**src/rtl/thr_irq_pkg.sv**
```systemverilog
package thr_irq_pkg;

  typedef enum logic [1:0] {
    IRQ_OFF   = 2'b00,
    IRQ_ARMED = 2'b01,
    IRQ_RSV2  = 2'b10,
    IRQ_RSV3  = 2'b11
  } irq_mode_e;

  // Only the armed code enables the interrupt; reserved codes act as off
  function automatic logic mode_armed(input logic [1:0] mode);
    return mode == IRQ_ARMED;
  endfunction

endpackage

```
**src/rtl/thr_window_cmp.sv**
```systemverilog
module thr_window_cmp #(
  parameter int unsigned DATA_W = 16
) (
  input  logic [DATA_W-1:0] value,
  input  logic [DATA_W-1:0] lo,
  input  logic [DATA_W-1:0] hi,
  output logic              out_of_win
);

  // Strict comparisons: equality with a limit is inside the window
  function automatic logic outside(input logic [DATA_W-1:0] v,
                                   input logic [DATA_W-1:0] l,
                                   input logic [DATA_W-1:0] h);
    return (v < l) || (v > h);
  endfunction

  assign out_of_win = outside(value, lo, hi);

endmodule

```
**src/rtl/thr_persist_ctr.sv**
```systemverilog
module thr_persist_ctr #(
  parameter int unsigned PERS_W = 4
) (
  input  logic              clk,
  input  logic              rst_n,
  input  logic              enable,
  input  logic              conv_done,
  input  logic              oor,
  input  logic [PERS_W-1:0] code,
  input  logic              clear,
  output logic              pending
);

  localparam int unsigned CNT_MAX = (1 << PERS_W) - 1;
  localparam logic [PERS_W-1:0] CNT_TOP = CNT_MAX[PERS_W-1:0];

  logic [PERS_W-1:0] cnt;
  logic [PERS_W-1:0] next_cnt;
  logic              fire;
  logic              take_evt;   // accepted conversion this cycle
  logic              flush_evt;  // count and pending forced empty

  function automatic logic [PERS_W-1:0] sat_inc(input logic [PERS_W-1:0] c);
    return (c == CNT_TOP) ? c : c + 1'b1;
  endfunction

  function automatic logic fire_rule(input logic [PERS_W-1:0] pcode,
                                     input logic              out,
                                     input logic [PERS_W-1:0] run);
    return (pcode == '0) || (out && (run >= pcode));
  endfunction

  assign take_evt  = enable && conv_done && !clear;
  assign flush_evt = !enable || clear;
  assign next_cnt  = oor ? sat_inc(cnt) : '0;
  assign fire      = fire_rule(code, oor, next_cnt);

  always_ff @(posedge clk or negedge rst_n) begin
    if (!rst_n) begin
      cnt     <= '0;
      pending <= 1'b0;
    end else if (flush_evt) begin
      cnt     <= '0;
      pending <= 1'b0;
    end else if (take_evt) begin
      cnt <= next_cnt;
      if (fire) pending <= 1'b1;
    end
  end

  a_r2_code0_fires: assert property (@(posedge clk) disable iff (!rst_n)
    take_evt && (code == '0) |=> pending);

  a_r5_inwin_resets: assert property (@(posedge clk) disable iff (!rst_n)
    take_evt && !oor |=> cnt == '0);

  a_r6_sticky: assert property (@(posedge clk) disable iff (!rst_n)
    pending && enable && !clear |=> pending);

  a_r6_clear_empties: assert property (@(posedge clk) disable iff (!rst_n)
    clear |=> !pending && (cnt == '0));

  a_r8_off_empty: assert property (@(posedge clk) disable iff (!rst_n)
    !enable |=> !pending && (cnt == '0));

  a_r10_saturate: assert property (@(posedge clk) disable iff (!rst_n)
    take_evt && oor && (cnt == CNT_TOP) |=> cnt == CNT_TOP);

  a_r4_no_early: assert property (@(posedge clk) disable iff (!rst_n)
    take_evt && !pending && (code > 1) && (cnt < code - 1'b1) |=> !pending);

endmodule

```
**src/rtl/thr_irq_filter.sv**
```systemverilog
module thr_irq_filter
  import thr_irq_pkg::*;
#(
  parameter int unsigned DATA_W = 16,
  parameter int unsigned PERS_W = 4
) (
  input  logic              clk,
  input  logic              rst_n,
  input  logic              conv_done,
  input  logic [DATA_W-1:0] conv_value,
  input  logic [DATA_W-1:0] lo_limit,
  input  logic [DATA_W-1:0] hi_limit,
  input  logic [PERS_W-1:0] persist_code,
  input  logic [1:0]        irq_mode,
  input  logic              irq_clear,
  output logic              irq_n
);

  logic armed;
  logic out_of_win;
  logic pending;

  assign armed = mode_armed(irq_mode);

  thr_window_cmp #(.DATA_W(DATA_W)) u_cmp (
    .value      (conv_value),
    .lo         (lo_limit),
    .hi         (hi_limit),
    .out_of_win (out_of_win)
  );

  thr_persist_ctr #(.PERS_W(PERS_W)) u_ctr (
    .clk       (clk),
    .rst_n     (rst_n),
    .enable    (armed),
    .conv_done (conv_done),
    .oor       (out_of_win),
    .code      (persist_code),
    .clear     (irq_clear),
    .pending   (pending)
  );

  // Pin is driven low only while armed and pending
  assign irq_n = ~(pending & armed);

  a_r9_rsv_modes_quiet: assert property (@(posedge clk) disable iff (!rst_n)
    irq_mode[1] |-> irq_n);

  a_r12_fire_drives_pin: assert property (@(posedge clk) disable iff (!rst_n)
    armed && conv_done && !irq_clear && (persist_code == '0) && $stable(irq_mode)
      |=> (irq_n == 1'b0) || (irq_mode != IRQ_ARMED));

endmodule

```
**config.mk**
```make
export PLATFORM = sky130hd
export DESIGN_NAME = thr_irq_filter
export DESIGN_NICKNAME = d
export VERILOG_FILES = /design/src/rtl/thr_irq_pkg.sv /design/src/rtl/thr_window_cmp.sv /design/src/rtl/thr_persist_ctr.sv /design/src/rtl/thr_irq_filter.sv
export SDC_FILE = /design/constraint.sdc
export NUM_CORES = 1
export LEC_CHECK = 0
export BUFFER_PORTS_ARGS = -buffer_cell sky130_fd_sc_hd__buf_2
export CAP_MARGIN = 20
export CORE_ASPECT_RATIO = 0.8
export CORE_UTILIZATION = 43
export DETAILED_ROUTE_END_ITERATION = 8
export PLACE_DENSITY = 0.83
export SLEW_MARGIN = 20
export SYNTH_ARGS = -nofsm -noshare
export SYNTH_HDL_FRONTEND = slang
export SYNTH_HIERARCHICAL = 1
export SYNTH_SLANG_ARGS = --single-unit
```
**constraint.sdc**
```tcl
create_clock -name clk -period 2.05 [get_ports clk]
set_input_delay 0.41 -clock clk [delete_from_list [all_inputs] [get_ports clk]]
set_output_delay 0.41 -clock clk [all_outputs]
set_load 0.02 [all_outputs]
```
* Yosys cells after proc, flatten, opt, wreduce, memory -nomap -nowiden *
Cells that the tools add are included.

word-level totals
  bits in registers = 5
  output and inout port bits = 1

operators by class
  add/subtract/negate cells = 1
  reductions and logical operators = 12
  magnitude comparators = 3
  mux-type cells = 7
  equal/unequal tests = 2
  bitwise gates (word level) = 2

operators by type and width
  kind                   number
  $gt A16 B16 Y1         1
  $lt A16 B16 Y1         1
  $mux W4                4
  $add A4 B1 Y4 const B  1
  $eq A4 B4 Y1 const B   1
  $ge A4 B4 Y1           1
  $logic_not A4 Y1       1
  $reduce_bool A2 Y1     2
  $logic_and A1 B1 Y1    3
  $logic_or A1 B1 Y1     3
  $mux W1                3
  $eq A2 B1 Y1 const B   1
  $logic_not A1 Y1       2
  $reduce_and A2 Y1      1
  $and A1 B1 Y1          1
  $not A1 Y1             1

* Longest topological paths before layout *
  depth in word-level cells = 9
  depth in mapped cells = 13
  gate-level depth less buffers = 13

* Modules after synthesis *
Netlist, hierarchy kept.

by module, submodules not included
  module           cells each  instances  area an instance (µm²)
  thr_window_cmp   109         1          784.5
  thr_persist_ctr  49          1          449.2
  thr_irq_filter   2           1          13.8

* Least setup slack after synthesis *
Ideal clock, no wire load.

  path type = input port to flip-flop
  start point = input port hi_limit[1]
  end point = register u_ctr.pending
  arrival time = 2866 ps
  path slack = -940 ps
  buffers on the path = 0
  data required time = 1926 ps
  setup time = 124 ps
  cell stages on the path = 13
  cell sequence = inv_1 > ha_1 > nor2b_1 > o211ai_1 > a2111o_1 > o211a_1 > o32ai_1 > nand2_1 > ha_1 > nand2b_4 > a2111oi_4 > nor3_1 > o31a_1

between the ends
  cells in the longest elaborated chain, start to end = 8

RTL lines
  element                                  line                   source
  from (decl)                              thr_irq_filter.sv:12   input logic [DATA_W-1:0] hi_limit,
  $gt A16 B16 Y1 (*)                       thr_window_cmp.sv:14   return (v < l) || (v > h);
  $logic_or A1 B1 Y1 (*)                   thr_window_cmp.sv:14
  named net out_of_win                     thr_irq_filter.sv:20   logic out_of_win;
  $mux W4                                  thr_persist_ctr.sv:35  assign next_cnt = oor ? sat_inc(cnt) : '0;
  $ge A4 B4 Y1                             thr_persist_ctr.sv:30  return (pcode == '0) || (out && (run >= pcode));
  $logic_and A1 B1 Y1 (*)                  thr_persist_ctr.sv:30
  $logic_or A1 B1 Y1 (*)                   thr_persist_ctr.sv:30
  $reduce_bool A2 Y1 (no source line) (*)  n/a
  $reduce_and A2 Y1 (no source line) (*)   n/a
  to (signal assigned)                     thr_persist_ctr.sv:41  pending <= 1'b0;
  to (signal assigned)                     thr_persist_ctr.sv:44  pending <= 1'b0;
  to (signal assigned)                     thr_persist_ctr.sv:47  if (fire) pending <= 1'b1;
  to (decl)                                thr_persist_ctr.sv:11  output logic pending

Mark *: on every way through the listed nets, which the timed path passes. The rest lies on a longest branch.
A chain may end at the register's enable or synchronous reset.

* Final worst setup path *
  start point = input port conv_value[9]
  end point = register u_ctr.pending

between the ends
  cells in the longest elaborated chain, start to end = 8
  elaborated cells on any way between the ends = 9
  those cells by class = order compare (3); mux (1); reduce/logical (5)

RTL lines
  element                                                  line                   source
  from (decl)                                              thr_irq_filter.sv:10   input logic [DATA_W-1:0] conv_value,
  $lt A16 B16 Y1 / $gt A16 B16 Y1 (equally long branches)  thr_window_cmp.sv:14
  $logic_or A1 B1 Y1 (*)                                   thr_window_cmp.sv:14
  named net out_of_win                                     thr_irq_filter.sv:20
  $mux W4                                                  thr_persist_ctr.sv:35
  $ge A4 B4 Y1                                             thr_persist_ctr.sv:30
  $logic_and A1 B1 Y1 (*)                                  thr_persist_ctr.sv:30
  $logic_or A1 B1 Y1 (*)                                   thr_persist_ctr.sv:30
  $reduce_bool A2 Y1 (no source line) (*)                  n/a
  $reduce_and A2 Y1 (no source line) (*)                   n/a

Marks and branches as above.

==> reports/summary.txt <==
FF-to-FF setup slack -> -0.19 ns
Die area -> 3120 sq um
First-pass GRT wire length -> 5.30 mm
Clock root buffer -> clkbuf_4
Critical path type -> primary input to flip-flop
Worst-case vdd ir drop -> 0.302 mV
Max FO, Critical Path -> 4
Crit-path slowest cell -> ha_1
Die X -> 62.2 um
FF-to-FF Start -> u_ctr/cnt[0]$_DFFE_PN0P_
Gate power share -> 0.631
CTS tree -> done
Global Route Usage Sum -> 0.206
Cell Area, Synth -> 1250 sq um
Fillers -> 206
Syn Area/Cell -> 7.80 sq um
Hold Crit Class -> primary input to asynchronous set/reset pin
Placed Area -> 1720 sq um
Detail Route Antenna Nets -> 0
Reg area -> 125 sq um
Die Y -> 50.2 um
Mapped Cells -> 160
Crit path max-delay family -> compound AO/OA/AOI/OAI gates
Global route overflow -> 0
Flops & latches, synth -> 5
Sum Neg Setup Slack -> -1.25 ns
Vias in the first global route -> 1396
Fmax -> 351 MHz
Hold Slack -> 0.511 ns
CORE AREA -> 2770 sq um
Layout Nets -> 334
Cell variety after synth -> 35
DRT Wirelength -> 3.66 mm
Via count -> 1441
Endpoints failing hold -> 0
CP dominant cell by count -> ha_1
Bufs on Longest Clock Path -> 2
CP Capture Type -> flip-flop
Async S/R FF share, synth -> 1.00
Pins Over Slew Limit -> 0
Mapped Nets -> 254
Share of layout cells above drive strength 1 -> 0.481
Multi-input logic area -> 1270 sq um
Clock Power Share -> 0.196
Layout area overhead -> 66.5%
R2r endpoint -> u_ctr/pending$_DFFE_PN0P_
Failing checks -> setup timing
PD cells -> 279 nW/um^2
Worst Skew -> 0.00125 ns
RSZ-0062 raised after global routing -> true
Period minus WS final -> 2.85 ns
ANT cells -> 0
Switching Power -> 0.218 mW
Relative slew slack -> 0.808
Most common cell after layout, fill and taps aside -> buf_2
Max-Cap Viols -> 0
R2R depth -> 9
Largest net degree at the start of global routing -> 8
Power Internal -> 0.363 mW
Final worst path period share -> 1.39
# DRC -> 0
Clk slew on worst S/H paths -> 0.04 ns
CTS Buf Count -> 3
Worst-Margin Slew -> 0.288 ns
Cell area after layout -> 2080 sq um
Final worst setup slack -> -0.799 ns
Final setup viols -> 2
Antenna violations before repair -> 0
Most frequent cells in the layout -> buf_2, inv_1, ha_1, buf_4, ha_4
DRT iter0 DRCs -> 20
Ys Warns -> 6
CP Cell Sequence -> buf_2 -> ha_1 -> a21oi_1 -> nor2_1 -> a211oi_2 -> o21ai_1 -> o32ai_4 -> nand2_1 -> ha_1 -> nand2b_4 -> a2111oi_4 -> nor3_2 -> o31a_1
Vias per Instance -> 5.20
Worst skew pair latency -> 0.24 ns
P_leak -> 1.10 nW
Switching portion of total power -> 0.375
Mean routed wirelength per cell -> 13.2 um
Clock tree sinks -> 5
Buffers and inverters on the worst path -> 1
Util after Layout -> 0.751
CP arrival -> 2.97 ns
Io pins -> 59
I/O Buffers -> 58
WP data required -> 2.18 ns
Max stage delay on crit path -> 0.32 ns
Sequential fraction of the synthesis area -> 0.100
Hpwl dp -> 2.44 mm
Placer Congestion -> 0.804
Flop pwr share -> 0.173
Setup crit start kind -> primary input
Row Count -> 17
Post-synth EDFFs -> 0
Synth Flop Type -> dfrtp_1
Starting Density -> 0.451
Max H-tree Level -> 1
DRT Pass-1 Iters -> 4
Outcome -> finished with violations
==> cell type report <==
class,instances,area share
Tap cell,38,0.0229
Inverter,37,0.0729
Clock buffer,4,0.0127
Timing Repair Buffer,75,0.222
Multi-Input combinational cell,118,0.610
Sequential cell,5,0.0602
==> sequential cells by signal, summed over array words and instances, names as in the netlist <==
| signal | flops |
|---|---|
| u_ctr/pending | 1 |
| u_ctr/cnt | 4 |
==> how the worst max path moves through the flow <==
stage,startpoint,to,slack (ns),cells after the start
floorplan,hi_limit[1],u_ctr/pending$_DFFE_PN0P_,-0.79,13
global placement,hi_limit[1],u_ctr/pending$_DFFE_PN0P_,-1.01,14
detailed placement,hi_limit[1],u_ctr/pending$_DFFE_PN0P_,-1.06,14
CTS,conv_value[7],u_ctr/pending$_DFFE_PN0P_,-0.66,12
global route,conv_value[9],u_ctr/pending$_DFFE_PN0P_,-0.87,13
finish,conv_value[9],u_ctr/pending$_DFFE_PN0P_,-0.80,13
==> power groups by stage <==
stage	Sequential, mW	Combinational, mW	Clock [mW]
after floorplan	0.102	0.160	0
after global placement	0.102	0.265	0
after detailed placement	0.102	0.272	0
after CTS	0.100	0.279	0.119
after global routing	0.100	0.401	0.128
final	0.100	0.366	0.114
==> through the flow <==
| stage | instances | total power, mW | setup slack [ns] |
|---|---|---|---|
| 2_1_floorplan | 160 | 0.262 | -0.794 |
| 5_1_grt | 277 | 0.629 | -0.873 |
| 3_5_place_dp | 267 | 0.374 | -1.06 |
| 6_report | 277 | 0.580 | -0.799 |
| 4_1_cts | 276 | 0.498 | -0.664 |
| 3_3_place_gp | 267 | 0.367 | -1.01 |
==> layer usage <==
metal	vias to the layer above	track usage	routed length, um
met1	659	0.242	1520
met2	46	0.396	1890
met4	0	0.0698	133
met3	14	0.0159	116
li1	722	-	-
met5	-	0	0
==> cells by family after synthesis <==
kind of cell             Yosys count  synth area share
AND/OR/NAND/NOR                   44             0.209
AO/OA/AOI/OAI                     33             0.179
XOR/XNOR                           1           0.00702
buffers and inverters             37             0.111
multiplexers                       4            0.0331
flip-flops                         5             0.100
adder cells (fa/ha/maj)           36             0.361
==> synth_stat cells (all sizes together), types with 3 or more instances <==
cell | instances | share of area
a21oi | 13 | 0.052
dfrtp | 5 | 0.10
ha | 36 | 0.36
inv | 37 | 0.11
mux2i | 3 | 0.024
nand2 | 9 | 0.027
nand3 | 5 | 0.024
nand4 | 5 | 0.042
nor2 | 7 | 0.021
nor2b | 6 | 0.030
nor3 | 4 | 0.016
nor4 | 3 | 0.015
o21ai | 8 | 0.032
==> timing repair <==
action / in CTS / in global routing
setup endpoints to repair: 2 / 4
endpoints found under the hold margin: 5 / 0
resized for setup: 5 / 47
setup buffers: 4 / 1
pin swaps: 4 / 12
hold buffers: 1 / 0
No activity file was read; power rests on OpenSTA's default activity.
